### src/rtl/cmdd_pkg.sv
package cmdd_pkg;
  localparam int WORD_W = 32;
  localparam int OFF_W  = 12;
  localparam int CLS_W  = 10;
  localparam int CNT_W  = 16;
  localparam int MASK_W = 16;
  localparam int IDX_W  = 8;
  localparam int GCNT_W = 14;
  localparam int LSB_W  = $clog2(MASK_W);

  localparam logic [3:0] OP_SETCL  = 4'h0;
  localparam logic [3:0] OP_INCR   = 4'h1;
  localparam logic [3:0] OP_FIXED  = 4'h2;
  localparam logic [3:0] OP_MASK   = 4'h3;
  localparam logic [3:0] OP_IMM    = 4'h4;
  localparam logic [3:0] OP_RESTRT = 4'h5;
  localparam logic [3:0] OP_GATHER = 4'h6;
  localparam logic [3:0] OP_EXT    = 4'he;

  typedef enum logic [1:0] {PM_INCR, PM_FIXED, PM_MASK, PM_ADDR} pmode_e;

  typedef struct packed {
    pmode_e              mode;
    logic [CNT_W-1:0]    cnt;
    logic [MASK_W-1:0]   mask;
    logic [OFF_W-1:0]    off;
    logic                set_cls;
    logic [CLS_W-1:0]    cls;
    logic                imm;
    logic                restart;
    logic                acq;
    logic                rel;
    logic                err;
  } hdr_t;

  function automatic logic [CNT_W-1:0] popcnt(input logic [MASK_W-1:0] m);
    logic [CNT_W-1:0] c;
    c = '0;
    for (int i = 0; i < MASK_W; i++) c = c + CNT_W'(m[i]);
    return c;
  endfunction
endpackage

### src/rtl/cmdd_lsb.sv
module cmdd_lsb #(
  parameter int W  = 16,
  parameter int IW = $clog2(W)
) (
  input  logic [W-1:0]  vec_i,
  output logic [IW-1:0] idx_o
);
  always_comb begin
    idx_o = '0;
    for (int i = W - 1; i >= 0; i--) begin
      if (vec_i[i]) idx_o = IW'(i);
    end
  end
endmodule

### src/rtl/cmdd_hdr_dec.sv
module cmdd_hdr_dec
  import cmdd_pkg::*;
(
  input  logic [WORD_W-1:0] word_i,
  output hdr_t              dec_o
);
  logic [3:0] op;
  assign op = word_i[31:28];

  always_comb begin
    dec_o      = '0;
    dec_o.mode = PM_INCR;
    dec_o.off  = word_i[27:16];
    unique case (op)
      OP_SETCL: begin
        dec_o.set_cls = 1'b1;
        dec_o.cls     = word_i[15:6];
        dec_o.mode    = PM_MASK;
        dec_o.mask    = MASK_W'(word_i[5:0]);
        dec_o.cnt     = popcnt(MASK_W'(word_i[5:0]));
      end
      OP_INCR: dec_o.cnt = word_i[15:0];
      OP_FIXED: begin
        dec_o.mode = PM_FIXED;
        dec_o.cnt  = word_i[15:0];
      end
      OP_MASK: begin
        dec_o.mode = PM_MASK;
        dec_o.mask = word_i[15:0];
        dec_o.cnt  = popcnt(word_i[15:0]);
      end
      OP_IMM:    dec_o.imm = 1'b1;
      OP_RESTRT: dec_o.restart = 1'b1;
      OP_GATHER: begin
        dec_o.mode = PM_ADDR;
        dec_o.cnt  = CNT_W'(1);
      end
      OP_EXT: begin
        if (word_i[27:24] == 4'h0)      dec_o.acq = 1'b1;
        else if (word_i[27:24] == 4'h1) dec_o.rel = 1'b1;
        else                            dec_o.err = 1'b1;
      end
      default: dec_o.err = 1'b1;
    endcase
  end
endmodule

### src/rtl/cmdd_seq.sv
module cmdd_seq
  import cmdd_pkg::*;
(
  input  logic              clk_i,
  input  logic              rst_ni,
  input  logic              acc_i,
  input  logic [WORD_W-1:0] word_i,
  input  hdr_t              dec_i,
  output logic              pay_o,
  output pmode_e            mode_o,
  output logic [OFF_W-1:0]  off_o,
  output logic [CLS_W-1:0]  cls_o,
  output logic [15:0]       ghdr_o
);
  logic [CNT_W-1:0]  rem_q;
  pmode_e            mode_q;
  logic [OFF_W-1:0]  off_q;
  logic [MASK_W-1:0] mask_q;
  logic [CLS_W-1:0]  cls_q;
  logic [15:0]       ghdr_q;
  logic [LSB_W-1:0]  lsb;

  cmdd_lsb #(.W(MASK_W), .IW(LSB_W)) u_lsb (.vec_i(mask_q), .idx_o(lsb));

  assign pay_o  = (rem_q != '0);
  assign mode_o = mode_q;
  assign cls_o  = cls_q;
  assign ghdr_o = ghdr_q;
  assign off_o  = (mode_q == PM_MASK) ? off_q + OFF_W'(lsb) : off_q;

  always_ff @(posedge clk_i or negedge rst_ni) begin
    if (!rst_ni) begin
      rem_q  <= '0;
      mode_q <= PM_INCR;
      off_q  <= '0;
      mask_q <= '0;
      cls_q  <= '0;
      ghdr_q <= '0;
    end else if (acc_i) begin
      if (pay_o) begin
        rem_q <= rem_q - CNT_W'(1);
        if (mode_q == PM_INCR) off_q <= off_q + OFF_W'(1);
        if (mode_q == PM_MASK) mask_q <= mask_q & (mask_q - MASK_W'(1));
      end else begin
        rem_q  <= dec_i.cnt;
        mode_q <= dec_i.mode;
        off_q  <= dec_i.off;
        mask_q <= dec_i.mask;
        ghdr_q <= word_i[15:0];
        if (dec_i.set_cls) cls_q <= dec_i.cls;
      end
    end
  end


  rem_dec_chk: assert property (@(posedge clk_i) disable iff (!rst_ni)
    (acc_i && rem_q != '0) |=> rem_q == $past(rem_q) - CNT_W'(1));

  fixed_off_chk: assert property (@(posedge clk_i) disable iff (!rst_ni)
    (acc_i && rem_q != '0 && mode_q == PM_FIXED) |=> off_q == $past(off_q));

  idle_hold_chk: assert property (@(posedge clk_i) disable iff (!rst_ni)
    !acc_i |=> (rem_q == $past(rem_q) && cls_q == $past(cls_q)));
endmodule

### src/rtl/cmd_decoder.sv
module cmd_decoder
  import cmdd_pkg::*;
(
  input  logic              clk_i,
  input  logic              rst_ni,
  input  logic              cmd_valid_i,
  input  logic [31:0]       cmd_word_i,
  output logic              hdr_o,
  output logic              pay_o,
  output logic              wr_en_o,
  output logic [9:0]        wr_class_o,
  output logic [11:0]       wr_offset_o,
  output logic [31:0]       wr_data_o,
  output logic              restart_o,
  output logic [31:0]       restart_addr_o,
  output logic              gather_o,
  output logic [11:0]       gather_offset_o,
  output logic              gather_insert_o,
  output logic              gather_type_o,
  output logic [13:0]       gather_count_o,
  output logic [31:0]       gather_addr_o,
  output logic              lock_acq_o,
  output logic              lock_rel_o,
  output logic [7:0]        lock_idx_o,
  output logic              err_o
);
  hdr_t             dec;
  logic             in_pay;
  pmode_e           pmode;
  logic [OFF_W-1:0] poff;
  logic [CLS_W-1:0] cls;
  logic [15:0]      ghdr;

  cmdd_hdr_dec u_dec (.word_i(cmd_word_i), .dec_o(dec));

  cmdd_seq u_seq (
    .clk_i (clk_i),
    .rst_ni(rst_ni),
    .acc_i (cmd_valid_i),
    .word_i(cmd_word_i),
    .dec_i (dec),
    .pay_o (in_pay),
    .mode_o(pmode),
    .off_o (poff),
    .cls_o (cls),
    .ghdr_o(ghdr)
  );

  always_ff @(posedge clk_i or negedge rst_ni) begin
    if (!rst_ni) begin
      hdr_o <= 1'b0; pay_o <= 1'b0; wr_en_o <= 1'b0;
      wr_class_o <= '0; wr_offset_o <= '0; wr_data_o <= '0;
      restart_o <= 1'b0; restart_addr_o <= '0;
      gather_o <= 1'b0; gather_offset_o <= '0; gather_insert_o <= 1'b0;
      gather_type_o <= 1'b0; gather_count_o <= '0; gather_addr_o <= '0;
      lock_acq_o <= 1'b0; lock_rel_o <= 1'b0; lock_idx_o <= '0; err_o <= 1'b0;
    end else begin
      hdr_o      <= cmd_valid_i && !in_pay;
      pay_o      <= cmd_valid_i && in_pay;
      wr_en_o    <= 1'b0;
      restart_o  <= 1'b0;
      gather_o   <= 1'b0;
      lock_acq_o <= 1'b0;
      lock_rel_o <= 1'b0;
      err_o      <= 1'b0;
      if (cmd_valid_i && in_pay) begin
        if (pmode == PM_ADDR) begin
          gather_o        <= 1'b1;
          gather_offset_o <= poff;
          gather_insert_o <= ghdr[15];
          gather_type_o   <= ghdr[14];
          gather_count_o  <= ghdr[GCNT_W-1:0];
          gather_addr_o   <= cmd_word_i;
        end else begin
          wr_en_o     <= 1'b1;
          wr_class_o  <= cls;
          wr_offset_o <= poff;
          wr_data_o   <= cmd_word_i;
        end
      end else if (cmd_valid_i) begin
        if (dec.imm) begin
          wr_en_o     <= 1'b1;
          wr_class_o  <= cls;
          wr_offset_o <= dec.off;
          wr_data_o   <= {16'h0, cmd_word_i[15:0]};
        end
        if (dec.restart) begin
          restart_o      <= 1'b1;
          restart_addr_o <= {cmd_word_i[27:0], 4'h0};
        end
        if (dec.acq || dec.rel) lock_idx_o <= cmd_word_i[IDX_W-1:0];
        lock_acq_o <= dec.acq;
        lock_rel_o <= dec.rel;
        err_o      <= dec.err;
      end
    end
  end


  hdr_pay_excl_chk: assert property (@(posedge clk_i) disable iff (!rst_ni)
    !(hdr_o && pay_o));

  strobe_needs_word_chk: assert property (@(posedge clk_i) disable iff (!rst_ni)
    (hdr_o || pay_o) |-> $past(cmd_valid_i));

  err_on_hdr_chk: assert property (@(posedge clk_i) disable iff (!rst_ni)
    err_o |-> hdr_o);

  gather_on_pay_chk: assert property (@(posedge clk_i) disable iff (!rst_ni)
    gather_o |-> (pay_o && !wr_en_o));

  restart_no_write_chk: assert property (@(posedge clk_i) disable iff (!rst_ni)
    restart_o |-> (hdr_o && !wr_en_o));

  event_excl_chk: assert property (@(posedge clk_i) disable iff (!rst_ni)
    $onehot0({lock_acq_o, lock_rel_o, restart_o, gather_o, err_o}));
endmodule

### config.mk
export PLATFORM = sky130hd
export DESIGN_NAME = cmd_decoder
export DESIGN_NICKNAME = d
export VERILOG_FILES = /design/src/rtl/cmdd_pkg.sv /design/src/rtl/cmdd_lsb.sv /design/src/rtl/cmdd_hdr_dec.sv /design/src/rtl/cmdd_seq.sv /design/src/rtl/cmd_decoder.sv
export SDC_FILE = /design/constraint.sdc
export NUM_CORES = 1
export LEC_CHECK = 0
export BUFFER_PORTS_ARGS = -buffer_cell sky130_fd_sc_hd__buf_2
export CAP_MARGIN = 40
export CORE_UTILIZATION = 60
export DETAILED_ROUTE_END_ITERATION = 6
export PLACE_DENSITY_LB_ADDON = 0.2
export SLEW_MARGIN = 10
export SYNTH_ARGS = -nofsm -noshare
export SYNTH_HDL_FRONTEND = slang
export SYNTH_SLANG_ARGS = --single-unit
export TNS_END_PERCENT = 100
### constraint.sdc
create_clock -name clk_i -period 7.85 [get_ports clk_i]
set_input_delay 1.1775 -clock clk_i [delete_from_list [all_inputs] [get_ports clk_i]]
set_output_delay 1.1775 -clock clk_i [all_outputs]
set_load 0.005 [all_outputs]
* After elaboration in Yosys (flattened, before gate mapping) *
Cells that the tools add are included.

word-level totals
  flip-flop bits (word level) = 230
  bits of input ports = 35
  output and inout bits = 162
  word-level logic and storage cells = 141

cells by class
  $add $sub $neg = 19
  equality and inequality tests = 13
  muxes and demuxes = 61
  bitwise gates (word level) = 3
  reduce and logical (&&, ||, !) cells = 21

operators by type and width
  cell                                                 count
  adder 16 x 1 -> 16 bit                               14
  2-to-1 mux 32 bit                                    4
  2-to-1 mux 12 bit                                    7
  2-to-1 mux 4 bit                                     16
  case mux 16 bit (4 select lines)                     1
  2-to-1 mux 16 bit                                    3
  2-to-1 mux 10 bit                                    4
  case mux 16 bit (2 select lines)                     1
  subtractor 16 x 1 -> 16 bit (second input constant)  2
  2-to-1 mux 1 bit                                     20
  bitwise AND 16 bit                                   1
  nonzero test 16 bit                                  1
  adder 12 x 1 -> 12 bit (second input constant)       1
  adder 12 x 4 -> 12 bit                               1
  == test 4 x 3 -> 1 bit (second input constant)       3
  AND reduction 3 bit                                  4
  2-to-1 mux 11 bit                                    1
  == test 4 x 1 -> 1 bit (second input constant)       2
  == test 4 x 2 -> 1 bit (second input constant)       2
  zero test 4 bit                                      2
  AND reduction 2 bit                                  4
  OR reduction 7 bit                                   1
  case mux 2 bit (3 select lines)                      1
  == test 2 bit (second input constant)                2
  13 further kinds                                     19

* Depth between registers and ports, before layout *
Gate-level depths: netlist of run 1.

  word-level depth = 20
  mapped depth = 16
  gate-level depth less buffers = 16

* Hierarchy *
A second synthesis of run 1 with hierarchy kept.

unflattened totals
  cell total of the unflattened synthesis = 989
  area, all modules = 11,255.8 um^2

modules (own cells, without submodules)
  module        instances  cells each  area an instance (um^2)
  cmd_decoder   1          392         6,109.6
  cmdd_seq      1          432         3,851.2
  cmdd_hdr_dec  1          134         1,116.1
  cmdd_lsb      1          31          178.9

* Least setup slack after synthesis of run 1 *
No wires, ideal clock.

  path type = input port to flip-flop
  from = in cmd_word_i[0]
  to = reg u_seq.rem_q[1]
  setup time = 136 ps
  arrival = 4,798 ps
  required time = 7,714 ps
  setup slack = 2,915 ps
  cell stages on the path = 15
  cells stage by stage = ha_1 > inv_1 > fa_1 > fa_1 > inv_1 > fa_1 > inv_1 > fa_1 > fa_1 > fa_1 > nand2_1 > o211ai_1 > o21ai_0 > a31oi_1 > a21oi_1

between the ends
  word-level cells in the longest chain between the ends = 17

RTL lines
  what                                   line                source
  start, declared                        cmd_decoder.sv:7    input logic [31:0] cmd_word_i,
  adder 1 x 1 -> 2 bit *                 cmdd_pkg.sv:39      for (int i = 0; i < MASK_W; i++) c = c + CNT_W'(m[i]);
  adder 16 x 1 -> 16 bit * (4 in a row)  cmdd_pkg.sv:39
  adder 16 x 1 -> 16 bit (10 in a row)   cmdd_pkg.sv:39
  case mux 16 bit (4 select lines) *     cmdd_hdr_dec.sv:14  unique case (op)
  2-to-1 mux 16 bit *                    cmdd_seq.sv:40      if (pay_o) begin
  end signal, assigned                   cmdd_seq.sv:41      rem_q <= rem_q - CNT_W'(1);
  end signal, assigned                   cmdd_seq.sv:45      rem_q <= dec_i.cnt;
  end, declared                          cmdd_seq.sv:15      logic [CNT_W-1:0] rem_q;

Every way passes the cells marked *; elsewhere a longest branch is shown, timed or not.
A chain may end at the register's enable or synchronous reset.

* Worst setup path in the final report of run 1 *
  from = in cmd_word_i[0]
  to = reg u_seq.rem_q[2]

Same word-level chain as after synthesis.

==> reports/metrics.yaml, run 1 <==
placed_design:
  gp_congestion: 0.8868
  dp_hpwl_mm: 19.13
  port-buffer-count: 192
cells_and_area:
  area_growth_pct: 18.53
  drive_gt1_share_pct: 21.01
  fin_nets: 1352
power_and_ir_drop:
  p_leak_nw: 6.684
  vdd_ir_drop_max_mv: 0.2014
  sw_frac_of_total_pct: 28.78
  internal-power_mw: 2.212
  power.switching_mw: 0.8940
  pwr-share-clk_pct: 36.4
  pwr-share-comb_pct: 18.2
  seqPwrFrac_pct: 45.5
  powerDensity_nw_per_um2: 249.9
worst_setup_path:
  crit_type: "in2reg"
  worst_ep_arrival_time_ns: 5.27
  startpoint_type: "input port"
  crit_start: "cmd_word_i[0]"
  rr_startpoint: "u_seq.rem_q[0]"
  crit_required_ns: 8.26
  path_max_fanout: 8
  worstSetupEndpointType: "register"
grt:
  grt_max_degree: 80
  grt_pass1_wl_mm: 45.36
  antenna_found_initial: 2
  overflow: 0
  track_usage_pct: 32.44
  grt_pass1_vias: 8461
routing:
  via_count: 8957
  totalWireLength_mm: 28.59
  drtPass1Iterations: 5
  detail-route-antenna-nets: 0
  drc_errors: 0
  viasPerCell: 5.847
  drt_iter0_drc: 687
  drt-wirelength-per-cell_um: 18.66
synthesis:
  synthMostInstantiatedCell: "nand2_1"
  synth_top_family_by_area: "simple AND/OR/NAND/NOR gates"
  muxShareOfSynthArea_pct: 2.136
  yosysTopAreaCell: "dfrtp_1"
  synth_compound_area_share_pct: 12.96
  synth_common_cells: "nand2_1, dfrtp_1, o21ai_0"
  ys_seq_area_share_pct: 54.89
  synth_cell_types: 63
  synth_edf_count: 0
  synthXorXnorAreaFrac_pct: 1.086
  synthFlopType: "dfrtp_1"
  synthAdderAreaFrac_pct: 3.413
  ys_async_sr_fraction_pct: 100.0
  ys_top_cells_by_area: "dfrtp_1, nand2_1, o21ai_0, fa_1, nand3_1"
  synth_warnings: 0
  synth_area_um2: 10490
  netlist_instances: 1130
  synthSimpleGateAreaFrac_pct: 20.87
  synth_top_area_share_pct: 54.89
  ys_ff_latch: 230
  synth_area_per_cell_um2: 9.279
sta:
  fin_crit_ns: 4.862
  finalHoldViolCount: 0
  finalSetupViolCount: 0
  fin_crit_sh_pct: 61.93
  whs_ns: 0.4583
  tightest_slew_ns: 0.8853
  drv_slew: 0
  maxSlewHeadroom_pct: 40.94
  fin_tns_setup_ns: 0
  clock_skew_ns: 0.01645
  fmax_mhz: 205.7
  rsz0062_at_grt: "false"
clock_tree:
  cts_resized: 0
  postCtsHoldBufs: 0
  postCtsSetupBuffers: 0
  clkTransAtPathRegs_ns: 0.06
  cts_tree: "done"
  cts_buffer_depth: 3
  htreeDepth: 1
  clock_latency_ns: 0.52
  cts_root_buf: "clkbuf_16"
  clock_sinks: 230
  cts_made_buffers: 24
worst_hold_path:
  worstHoldPathType: "reg2reg"
  min_from: "restart_addr_o[26]"
floorplanning:
  num_rows: 47
  die_x_um: 134.2
  core_um2: 16820
  pin_count: 197
  start_util_pct: 62.34
  die-area_um2: 18010
  fp.dieH_um: 134.2
job:
  maxCapViolCount: 0
run_status:
  status: "finished, final reports clean"
sequential cells by signal (all words and copies together), names as in the netlist, 2 cells and up:
signal	count
wr_class_o	10
restart_addr_o	28
wr_offset_o	12
u_seq.mode_o	2
gather_addr_o	32
u_seq.cls_o	10
gather_offset_o	12
wr_data_o	32
u_seq.mask_q	16
u_seq.rem_q	16
u_seq.ghdr_o	16
gather_count_o	14
lock_idx_o	8
u_seq.off_q	12
final cells by class:
type                       instances  area [µm²]
multi-input combinational        793        4275
clock buffer                      34       699.4
clock inverter                     6       80.08
inverter                          39       146.4
sequential                       230        5756
tap                              220       275.3
fill                            1257        4390
antenna                            3       7.507
timing repair buffer             207        1189
layout by cell type (no fill, tap or decap), types with 7 or more instances in the layout:
cell       netlist  final
buf_2           16    192
nor2_1          48     48
clkbuf_16        0     25
dfrtp_1        230    230
ha_1            11     11
o21ai_2         12     12
a21o_1           9      9
a21oi_1         36     35
nor3_1           8      8
buf_4            5      7
mux2i_1         10     10
mux2_2          11     11
nand2_1        368    368
o21ai_0         96     96
inv_1           39     39
nor4_1           9      9
nand3_1         40     39
a211oi_1        10     10
fa_1            11     11
xor2_1           7      7
worst paths after layout:
| check | endpoint | slack (ns) | cells past startpoint |
|---|---|---|---|
| max | u_seq.rem_q[2] | 2.99 | 17 |
| min | restart_addr_o[26] | 0.46 | 2 |
| max reg2reg | wr_data_o[30] | 4.06 | 12 |
| min reg2reg | restart_addr_o[26] | 0.46 | 2 |
| max in group asynchronous | gather_offset_o[1] | 6.14 | 3 |
| min in group asynchronous | restart_addr_o[31] | 0.66 | 1 |
metrics by stage:
step	worst slack [ns]	std cells	instance area, µm²	utilization [%]	total power [mW]
floorplan	2.915	1133	10500	-	1.792
global placement	2.598	1481	11480	68.23	1.960
detailed placement	2.505	1489	11640	69.22	1.988
CTS	3.012	1529	12420	73.85	3.111
global route	2.814	1530	12420	73.87	3.259
finish	2.988	1532	12430	73.90	3.106
power groups by stage:
| stage | registers, mW | clock network [mW] | logic (mW) |
|---|---|---|---|
| after global placement | 1.42 | 0 | 0.538 |
| final | 1.41 | 1.13 | 0.564 |
| after CTS | 1.41 | 1.14 | 0.565 |
| after global routing | 1.42 | 1.19 | 0.647 |
| after detailed placement | 1.43 | 0 | 0.561 |
| after floorplan | 1.40 | 0 | 0.395 |
critical path: stages:
cell and delay, ns:
buf_2 0.24, ha_1 0.28, inv_1 0.07, fa_1 0.42, fa_1 0.51, inv_1 0.06, fa_1 0.50, inv_1 0.05
fa_1 0.45, fa_1 0.41, fa_1 0.42, xor2_1 0.14, mux2i_1 0.09, nand2_1 0.10, o21ai_0 0.11, a21oi_1 0.17
nor2_1 0.07
routing by layer:
metal	up-vias	track usage [%]	wire length [µm]
met2	356	51.99	13850
met3	61	5.971	2345
met1	4436	45.95	11830
li1	4104	-	-
met5	-	0	0
met4	0	8.677	562
cells by family (layout without fill, tap and decap cells):
| logic type | count (synthesis) | count (layout) |
|---|---|---|
| other | 1 | 7 |
| AO/OA/AOI/OAI | 219 | 219 |
| buffers and inverters | 110 | 286 |
| AND/OR/NAND/NOR | 514 | 514 |
| adder cells (fa/ha/maj) | 22 | 22 |
| flip-flops | 230 | 230 |
| multiplexers | 21 | 21 |
| XOR/XNOR | 13 | 13 |
Power figures use the tool's default switching activity.
==> inputs of run 2 (changes only) <==
- ABC_AREA: not set -> 1
- CORE_UTILIZATION: 60 -> 50
- clock period: 7.85 -> 4.3 ns (I/O delays scaled with it)
==> run 2 against run 1 <==
Net effect: register-to-register slack got worse by 3.1 ns; cell count grew 8.6%; largest cell class unchanged; clock-buffer cell count unchanged; power increased by 72%; synthesized cell count increased by 5.2%; clock power is 98% higher; critical path type unchanged; flip-flop and latch count is the same; critical endpoint unchanged; worst hold slack got worse by 0.34 ns; combinational power is 29% higher; die area up 19%; critical path depth shrank 2; sequential power increased by 70%.
==> reports/metrics.yaml, run 2 <==
routing:
  viasPerCell: 5.325
  drt_iter0_drc: 702
  drc_errors: 0
  detail-route-antenna-nets: 0
  via_count: 8861
  drt-wirelength-per-cell_um: 17.24
  totalWireLength_mm: 28.68
  drtPass1Iterations: 5
grt:
  track_usage_pct: 27.22
  grt_pass1_wl_mm: 45.93
  antenna_found_initial: 1
  overflow: 0
  grt_pass1_vias: 8417
  grt_max_degree: 90
synthesis:
  synth_common_cells: "nand2_1, dfrtp_1, o21ai_0"
  ys_async_sr_fraction_pct: 100.0
  netlist_instances: 1189
  ys_top_cells_by_area: "dfrtp_1, nand2_1, o21ai_0, inv_1, o21ai_1"
  synth_edf_count: 0
  synth_area_per_cell_um2: 8.745
  synth_cell_types: 41
  yosysTopAreaCell: "dfrtp_1"
  synth_warnings: 0
  synthMostInstantiatedCell: "nand2_1"
  synth_top_area_share_pct: 55.35
  ys_ff_latch: 230
  ys_seq_area_share_pct: 55.35
  synth_area_um2: 10400
  synthFlopType: "dfrtp_1"
worst_setup_path:
  crit_required_ns: 4.69
  crit_chain: "buf_2, ha_1, inv_1, fa_1, fa_1, inv_1, fa_1, inv_1, fa_1, fa_1, fa_1, xor2_1, o221ai_1, o21ai_0, o22ai_1"
  crit_family: "adder cells"
  critPathMaxStageDelay_ns: 0.52
  worst_ep_arrival_time_ns: 4.54
  critPathSlowestCell: "fa_1"
  ff2ff_path_depth: 29
  worst-path-buf-inv: 4
  worstSetupEndpointType: "register"
  path_common_cell: "fa_1"
  startpoint_type: "input port"
  path_max_fanout: 2
  worst-path-stages: 15
  crit_type: "in2reg"
sta:
  drv_slew: 0
  fin_crit_ns: 4.152
  maxSlewHeadroom_pct: 45.65
  whs_ns: 0.1192
  finalHoldViolCount: 0
  fin_crit_sh_pct: 96.55
  rsz0062_at_grt: "false"
  fmax_mhz: 240.9
  finalSetupViolCount: 0
  clock_skew_ns: 0.02105
  tightest_slew_ns: 0.8090
power_and_ir_drop:
  powerDensity_nw_per_um2: 427.7
  vdd_ir_drop_max_mv: 0.2847
  p_leak_nw: 6.625
clock_tree:
  htreeDepth: 1
  cts_resized: 0
  clock_sinks: 230
  cts_buffer_depth: 3
  cts_root_buf: "clkbuf_16"
  postCtsHoldBufs: 0
  postCtsSetupBuffers: 0
  cts_tree: "done"
  cts_made_buffers: 24
  clkTransAtPathRegs_ns: 0.06
  clock_latency_ns: 0.52
placed_design:
  gp_congestion: 0.8929
  port-buffer-count: 192
  dp_hpwl_mm: 20.54
floorplanning:
  die-area_um2: 21380
  num_rows: 52
  start_util_pct: 51.22
  pin_count: 197
  fp.dieH_um: 146.2
  die_x_um: 146.2
  core_um2: 20300
job:
  maxCapViolCount: 0
cells_and_area:
  area_growth_pct: 20.46
  top_regs: "gather_addr_o: 32 flops, wr_data_o: 32 flops, restart_addr_o: 28 flops"
  mostFrequentLayoutCells: "nand2_1, dfrtp_1, buf_2, o21ai_0, inv_1"
  fin_nets: 1432
  drive_gt1_share_pct: 19.45
  utilization_pct: 61.70
  layout_commonest_cell: "nand2_1"
worst_hold_path:
  worstHoldPathType: "in2async"
run_status:
  status: "finished, final reports clean"
==> run 2: changes by cell type after synthesis, sizes merged, moves of 10 or more <==
cell and delta:
nand2 -25, inv +87, o21ai +97, mux2i -10, xor2 +15, a21oi -20, mux2 -11, o22ai +13
clkbuf -20
==> run 2: cell families (layout without fill, tap and decap cells) <==
group	after synthesis	after routing	share of synthesized area, %
AO/OA/AOI/OAI	271	271	14.03
flip-flops	230	230	55.35
other	1	5	0.03607
AND/OR/NAND/NOR	457	457	17.73
buffers and inverters	184	385	7.389
XOR/XNOR	24	24	2.022
adder cells (fa/ha/maj)	22	22	3.442
==> run 2: where the power goes <==
group          total [mW]  internal, mW  leakage, nW  switching (mW)
sequential           2.39          2.30         2.93          0.0960
combinational       0.726         0.290         3.26           0.435
clock                2.24          1.38        0.429           0.865
==> run 2: path summary, 6_finish.rpt <==
check,start,end,slack [ns]
worst max-delay path,cmd_word_i[1],u_seq.rem_q[2],0.15
worst min-delay path,rst_ni,gather_count_o[13],0.12
worst max register to register,u_seq.mask_q[14],wr_offset_o[8],0.94
worst min register to register,wr_class_o[1],wr_class_o[1],0.47
max in group asynchronous,rst_ni,wr_data_o[31],3.21
min in group clk_i,cmd_word_i[25],wr_data_o[25],0.38
==> run 2: layer usage <==
layer	global-route usage [%]	wire length, µm	up-vias
li1	-	-	4214
met1	41.63	13350	4245
met2	40.12	12540	352
met3	4.156	2050	50
met4	7.917	738	0
met5	0	0	-
==> run 2: final cells by class <==
| cell class | count | area, µm² |
|---|---|---|
| clock inverter | 10 | 130.1 |
| tap | 270 | 337.8 |
| multi-input combinational | 778 | 3887 |
| antenna | 1 | 2.502 |
| timing repair buffer | 214 | 1194 |
| sequential | 230 | 5756 |
| clock buffer | 34 | 739.5 |
| inverter | 127 | 478.0 |
| fill | 1768 | 7775 |
==> run 2: through the flow <==
stage	setup WS [ns]	setup TNS, ns	cells	cell area (µm²)	power [mW]
floorplan	0.003536	0	1192	10410	2.843
global placement	-0.2825	-0.8258	1618	11620	3.121
detailed placement	-0.3626	-1.135	1619	11650	3.140
CTS	0.1679	0	1663	12520	5.384
global route	0.006397	0	1664	12520	5.593
finish	0.1481	0	1664	12520	5.357
